==> src/rtl/mon_tx.sv <==
module mon_tx #(
  parameter int DW = 8
) (
  input  logic          clk,
  input  logic          rst,
  input  logic          frame_stb,
  input  logic          msg_req,
  input  logic          msg_valid,
  input  logic [DW-1:0] msg_data,
  input  logic          msg_last,
  output logic          msg_pop,
  input  logic          abort_req,
  input  logic          mx_in,
  input  logic          mr_in,
  output logic          mx_out,
  output logic [DW-1:0] tx_data,
  output logic          busy,
  output logic          done,
  output logic          aborted
);

  typedef enum logic [2:0] {ST_IDLE, ST_SEND, ST_WAIT, ST_EOM, ST_ABORT} st_t;

  st_t st;
  logic first_q, last_q, nxt_q, eom_q, quiet_q;

  wire line_quiet = mx_in & mr_in;
  wire in_msg     = (st != ST_IDLE) && (st != ST_ABORT);
  wire early_ack  = (st == ST_SEND) && first_q && !mr_in;
  wire hit_abort  = in_msg && (abort_req || (mx_in != mx_out) || early_ack);

  assign busy = (st != ST_IDLE);

  always_ff @(posedge clk) begin
    if (rst) begin
      st      <= ST_IDLE;
      mx_out  <= 1'b1;
      tx_data <= '0;
      first_q <= 1'b0;
      last_q  <= 1'b0;
      nxt_q   <= 1'b0;
      eom_q   <= 1'b0;
      quiet_q <= 1'b0;
      msg_pop <= 1'b0;
      done    <= 1'b0;
      aborted <= 1'b0;
    end else begin
      msg_pop <= 1'b0;
      done    <= 1'b0;
      aborted <= 1'b0;
      if (frame_stb) begin
        if (hit_abort) begin
          st      <= ST_ABORT;
          mx_out  <= 1'b1;
          aborted <= 1'b1;
          nxt_q   <= 1'b0;
        end else begin
          case (st)
            ST_IDLE: begin
              quiet_q <= line_quiet;
              if (quiet_q && line_quiet && msg_req && msg_valid) begin
                tx_data <= msg_data;
                last_q  <= msg_last;
                msg_pop <= 1'b1;
                mx_out  <= 1'b0;
                first_q <= 1'b1;
                quiet_q <= 1'b0;
                st      <= ST_SEND;
              end
            end
            ST_SEND: begin
              if (!mr_in) begin
                mx_out <= 1'b1;
                if (last_q) begin
                  eom_q <= 1'b0;
                  st    <= ST_EOM;
                end else begin
                  st    <= ST_WAIT;
                  nxt_q <= msg_valid;
                  if (msg_valid) begin
                    tx_data <= msg_data;
                    last_q  <= msg_last;
                    msg_pop <= 1'b1;
                  end
                end
              end else begin
                first_q <= 1'b0;
              end
            end
            ST_WAIT: begin
              if (nxt_q) begin
                nxt_q   <= 1'b0;
                mx_out  <= 1'b0;
                first_q <= 1'b1;
                st      <= ST_SEND;
              end else if (msg_valid) begin
                tx_data <= msg_data;
                last_q  <= msg_last;
                msg_pop <= 1'b1;
                mx_out  <= 1'b0;
                first_q <= 1'b1;
                st      <= ST_SEND;
              end
            end
            ST_EOM: begin
              if (eom_q) begin
                done    <= 1'b1;
                quiet_q <= 1'b0;
                st      <= ST_IDLE;
              end else begin
                eom_q <= 1'b1;
              end
            end
            ST_ABORT: begin
              if (line_quiet) begin
                quiet_q <= 1'b0;
                st      <= ST_IDLE;
              end
            end
            default: st <= ST_IDLE;
          endcase
        end
      end
    end
  end

  AST_IDLE_MX_HIGH: assert property (@(posedge clk) disable iff (rst) !busy |-> mx_out);
  AST_START_QUIET: assert property (@(posedge clk) disable iff (rst)
    ($fell(mx_out) && $past(!busy)) |-> $past(mx_in && mr_in && msg_req));
  AST_REPEAT_BYTE: assert property (@(posedge clk) disable iff (rst)
    (frame_stb && busy && !mx_out && !mx_in && mr_in && !abort_req) |=> (!mx_out && $stable(tx_data)));
  AST_ABORT_RELEASE: assert property (@(posedge clk) disable iff (rst) aborted |-> mx_out);
  AST_END_EXCL: assert property (@(posedge clk) disable iff (rst) !(done && aborted));
  AST_DONE_IDLE: assert property (@(posedge clk) disable iff (rst) done |-> (!busy && mx_out));
  AST_EARLY_ACK: assert property (@(posedge clk) disable iff (rst)
    (frame_stb && early_ack) |=> aborted);
  AST_STROBE_ONLY: assert property (@(posedge clk) disable iff (rst)
    !frame_stb |=> ($stable(mx_out) && $stable(tx_data) && !msg_pop && !done));

endmodule

==> config.mk <==
export PLATFORM = sky130hd
export DESIGN_NAME = mon_tx
export DESIGN_NICKNAME = d
export VERILOG_FILES = /design/src/rtl/mon_tx.sv
export SDC_FILE = /design/constraint.sdc
export NUM_CORES = 1
export LEC_CHECK = 0
export CAP_MARGIN = 20
export CORE_ASPECT_RATIO = 1.2
export CORE_MARGIN = 3
export CORE_UTILIZATION = 48
export DETAILED_ROUTE_END_ITERATION = 10
export GPL_TIMING_DRIVEN = 0
export PLACE_DENSITY_LB_ADDON = 0.08
export SETUP_SLACK_MARGIN = 0.02
export SKIP_LAST_GASP = 1
export SLEW_MARGIN = 20
export SYNTH_ARGS = -nofsm -noshare
export SYNTH_HDL_FRONTEND = slang
export SYNTH_SLANG_ARGS = --single-unit
==> constraint.sdc <==
create_clock -name clk -period 1.9 [get_ports clk]
set_input_delay 0.19 -clock clk [delete_from_list [all_inputs] [get_ports clk]]
set_output_delay 0.19 -clock clk [all_outputs]
set_load 0.02 [all_outputs]
== Word-level counts from Yosys, hierarchy flattened ==
Cells that the tools add are included.
Cells by class
  equality and inequality tests: 22
  muxes and demuxes: 52
  bitwise operators: 4
  reduce and logical (&&, ||, !) cells: 28
Operators with widths (number)
  $mux W8: 5
  $mux W1: 31
  $pmux W8 S3: 1
  $mux W3: 7
  $ne A3 B3 Y1 const B: 7
  $ne A2 B2 Y1 const B: 9
  $pmux W1 S3: 5
  $pmux W3 S5: 1
  $reduce_and A5 Y1: 3
  $reduce_and A7 Y1: 2
  $reduce_and A6 Y1: 2
  $reduce_bool A3 Y1: 4
  $logic_and A1 B1 Y1: 7
  $eq A3 B2 Y1 const B: 2
  $ne A4 B4 Y1 const B: 1
  $pmux W1 S2: 2
  $reduce_and A4 Y1: 1
  $reduce_bool A4 Y1: 1
  $reduce_or A4 Y1: 1
  $eq A3 B1 Y1 const B: 1
  $eq A3 B3 Y1 const B: 1
  $logic_not A3 Y1: 1
  $not A1 Y1: 3
  $reduce_or A3 Y1: 1
  other kinds (6): 7
Storage, ports and cells
  register bits after elaboration: 20
  bits of input ports: 17
  output and inout port bits: 13
  logic and storage cells: 117

== Longest topological paths before layout ==
  word-level depth: 7
  mapped depth: 7
  gate-level depth less buffers: 5

== Worst setup path before layout ==
OpenSTA, ideal clock, no wires.
  kind: flip-flop to flip-flop
  from: register mx_out
  to: register tx_data[0]
  library setup time: 0.072 ns
  arrival: 1.698 ns
  required time: 1.828 ns
  setup slack: 0.130 ns
  cell stages (with the launch flop): 7
  buffers on the path: 1
  period minus slack after synthesis: 1.770 ns
  path through: dfxtp_1 xor2_2 a311oi_4 a21oi_2 nor4_2 buf_4 mux2i_1
On the way
  longest elaborated chain between the ends: 6
RTL lines
  start, declared: line 15  | output logic mx_out,
  start signal, assigned: line 37  | mx_out <= 1'b1;
  start signal, assigned: line 54  | mx_out <= 1'b1;
  start signal, assigned: line 65  | mx_out <= 1'b0;
  $ne A1 B1 Y1: line 30  | wire hit_abort = in_msg && (abort_req || (mx_in != mx_out) || early_ack);
  $logic_or A1 B1 Y1 (2 in series): line 30
  $logic_and A1 B1 Y1: line 30
  $not A1 Y1 (no source line)
  $reduce_and A7 Y1 (no source line)
  end signal, assigned: line 62  | tx_data <= msg_data;
  end signal, assigned: line 81  | tx_data <= msg_data;
  end signal, assigned: line 97  | tx_data <= msg_data;
  end, declared: line 16  | output logic [DW-1:0] tx_data,
Every way passes these cells.
A chain may end at the register's enable or synchronous reset.

== Worst setup path after layout ==
  from: input mx_in
  to: register tx_data[7]
On the way
  longest elaborated chain between the ends: 6
  elaborated cells on any way between the ends: 11
  classes of those cells: eq/ne (2); bitwise (2); reduce/logical (7)
RTL lines
  start, declared: line 13  | input logic mx_in,
  $and A1 B1 Y1 or $ne A1 B1 Y1 (tied branches): line 27, 30
  $logic_and A1 B1 Y1 or $logic_or A1 B1 Y1 (tied branches) (2 in series): line 61, 30
  $logic_and A1 B1 Y1 (on tied branches): line 61, 30
  $ne A2 B2 Y1 (no source line) or $not A1 Y1 (tied branches)
  $reduce_and A7 Y1 (no source line) *
Every way passes the cells marked *; elsewhere a longest branch is shown, timed or not.

==> results.md <==
* First-pass GRT wire length at 5.41 mm
* WP data arrival at 2.05 ns
* Average via count per standard cell at 5.95
* Net count reported at finish at 200
* Power density relative to cell area at 457 nW/um2
* Die X at 51.0 um
* Port Buffers at 28
* Crit path capture type: flip-flop
* Worst-case setup margin in the final layout at 0.0691 ns
* Simple-gate share of the synthesized area at 25.8%
* Crit Path Class: input port to flip-flop
* Count of antenna-violating nets left after detailed routing at 0
* Number of antenna diodes at 0
* Number of optimization iterations in the first detailed-route pass at 4
* Synth Area in XOR/XNOR at 1.39%
* Max Clock Skew at 0.00562 ns
* Max transition margin at 67.2%
* Actual transition at the worst max-transition pin at 0.492 ns
* Sequential share of the synthesized area at 34.3%
* Async SR Flop Fraction at 0%
* Yosys synthesis warning count at 0
* CTS tree: done
* Worst min path class: input port to flip-flop
* Compound-cell area share of the yosys netlist at 26.4%
* Number of global-route vias before repair at 1222
* Top fanout value on the critical path at 4
* H-tree depth reported by CTS at 1
* Initial core utilization at 53.4%
* Top Registers: tx_data x8, st x3
* Commonest non-fill, non-tap cells in the layout: clkdlybuf4s50_1 (25), nand2_1 (24), dfxtp_1 (19)
* Most frequent standard cell in the layout excluding fill and tap cells: clkdlybuf4s50_1
* Fillers at 194
* Worst hold path depth at 3
* Number of flip-flops in the largest register at 8
* Row Count at 18
* Area of the mapped netlist at 1170 um2
* Core ar. at 2180 um2
* Final HPWL DP at 2.50 mm
* Worst slack at placement at -0.427 ns
* Wirelength per Cell at 15.9 um
* Die Height at 60.0 um
* Io pins at 30
* Maximum clock insertion buffer count at 2
* Most used DFF post-synth: dfxtp_1
* Final Hold Vio Count at 0
* Routability congestion estimate from global placement at 0.966
* Logic depth of the worst path, buffers included at 7
* Mapped Nets at 164
* Total Routed Length at 3.37 mm
* Outcome: complete, no violations
* Share of post-route cells with drive strength above 1 at 12.2%
* Post-Syn Area per Cell at 7.94 um2
* Worst path top cell family by delay: buffers and inverters
* Largest stage delay on the critical path at 0.50 ns
* Clk_lat worst skew at 0.29 ns
* Worst IR drop on VDD at 0.000418 V
* CP bufs+invs at 2
* Fin cells at 211
* Maximum number of pins on one net before global-route repair at 11
* Reg clk slew, reported paths at 0.11 ns
* CP Cell Sequence: clkdlybuf4s50_1 > xor2_2 > a311oi_4 > a21oi_2 > nor4_4 > buf_4 > mux2i_1
* Required time at the endpoint of the critical path at 2.12 ns
* Placed cell count at 205
* DRC violations left at 0
* Minimum period implied by the final worst setup slack at 1.83 ns
* Worst path slowest cell: clkdlybuf4s50_1
* Leakage at 0.575 nW
* Unique cell type count in the Yosys netlist at 43
* Max-capacitance violation count at 0
* Gate count of the mapped netlist at 147
* Total global routing overflow at 0
* Count of vias placed by the detailed router at 1255
* Antenna violations before repair at 0
* Register containing the most flip-flops in the final layout: tx_data
* Global-route usage over all layers at 23.5%
* Hold-fix buffer count after cts at 0
* Number of sinks handled by clock tree synthesis at 20
* Number of violations reported at the end of detailed-routing iteration 0 at 47
* CTS Root Cell: clkbuf_4
* Count of pins over their slew limit at 0
* Largest family of logic cells by synthesized area: compound AO/OA/AOI/OAI gates
* Number of synthesized flops with an enable pin at 0
* Clock buffers created by TritonCTS at 3
* Post-layout utilization of the core at 72.1%
* DIE AREA at 3060 um2
* Area growth from synthesis to layout at 34.9%
* Adder-cell area share of the yosys netlist at 0%
* Worst r2r path cells at 6
* Timing-limited maximum frequency at 0.546 GHz
* Crit start category: input port
* Share of cell area taken by muxes after synthesis at 6.86%
* Final Setup Violations at 0
* Final critical-path share of the clock period at 96.4%
* Post-synthesis register bit count at 20
## where the power goes
group	internal (mW)	total, mW	switching, mW
sequential	0.421	0.422	0.00134
clock	0.0738	0.196	0.122
combinational	0.0491	0.101	0.0524
## cell usage after synthesis (all sizes together) (2+ instances only)
cell type	instances	share of area (%)
a21oi	13	5.9
nor2b	2	1.1
o21ai	8	3.4
mux2i	8	6.9
nor4	2	1.6
o21a	4	2.6
or2	4	2.1
a211oi	2	1.3
nand2	24	7.7
a31oi	2	1.1
buf	5	2.4
nor2	8	2.6
nand4	2	1.1
a211o	3	2.3
nand3	3	1.3
o41ai	2	1.5
inv	4	1.3
nor3	5	2.6
a21o	2	1.3
nand2b	4	2.1
dfxtp	20	34
o211ai	2	1.3
clkbuf	4	1.3
## final cells by class
| cell class | instances | area (um2) | share of cell area [%] |
|---|---|---|---|
| Multi-Input combinational cell | 113 | 742 | 47.1 |
| Sequential cell | 20 | 402 | 25.5 |
| Timing Repair Buffer | 31 | 303 | 19.2 |
| Buffer | 9 | 50.0 | 3.18 |
| Tap cell | 30 | 37.5 | 2.38 |
| Clock buffer | 3 | 22.5 | 1.43 |
| Inverter | 5 | 18.8 | 1.19 |
## cells by family (layout without fill, tap and decap cells)
family / after synthesis / after routing
AOI/OAI and AO/OA: 44 / 44
xor gates and xnor gates: 1 / 1
buffers and inverters: 14 / 48
DFF: 20 / 20
muxes: 8 / 8
and+or+nand+nor: 60 / 60
## per-layer routing
| metal | vias up | track usage (%) | share of wire [%] | wire, um |
|---|---|---|---|---|
| li1 | 602 | - | - | - |
| met1 | 567 | 26.5 | 39 | 1300 |
| met2 | 72 | 41.4 | 51 | 1710 |
| met3 | 14 | 4.49 | 6.0 | 203 |
| met4 | 0 | 12.7 | 4.3 | 146 |
| met5 | - | 0 | 0 | 0 |
## worst min-delay path: stages
cell and delay [ns]:
clkbuf_1 0.19, nand2_1 0.12, nor2_1 0.04
## final timing paths
path | from | to | slack (ns)
worst max-delay path | mx_in | tx_data[7] | 0.07
worst min-delay path | frame_stb | aborted | 0.29
worst max register to register | st[1] | tx_data[7] | 0.09
worst min register to register | tx_data[1] | tx_data[1] | 0.47
## timing repair
action | in CTS | in global routing
gates cloned | 0 | 1
pin swaps | 1 | 2
setup buffers | 1 | 1
gates resized for setup | 3 | 15
setup endpoints to repair | 10 | 17
## metrics by stage
step	TNS, ns	cell area [um2]	hold WS [ns]	power [mW]
6_report	0	1580	0.286	0.719
5_1_grt	-0.0437	1580	0.292	0.753
4_1_cts	0	1520	0.258	0.726
3_5_place_dp	-4.81	1490	0.456	0.526
3_3_place_gp	-4.50	1490	0.442	0.525
2_1_floorplan	0	1170	0.332	0.475
Note: power is estimated with default switching activity, not from simulation.
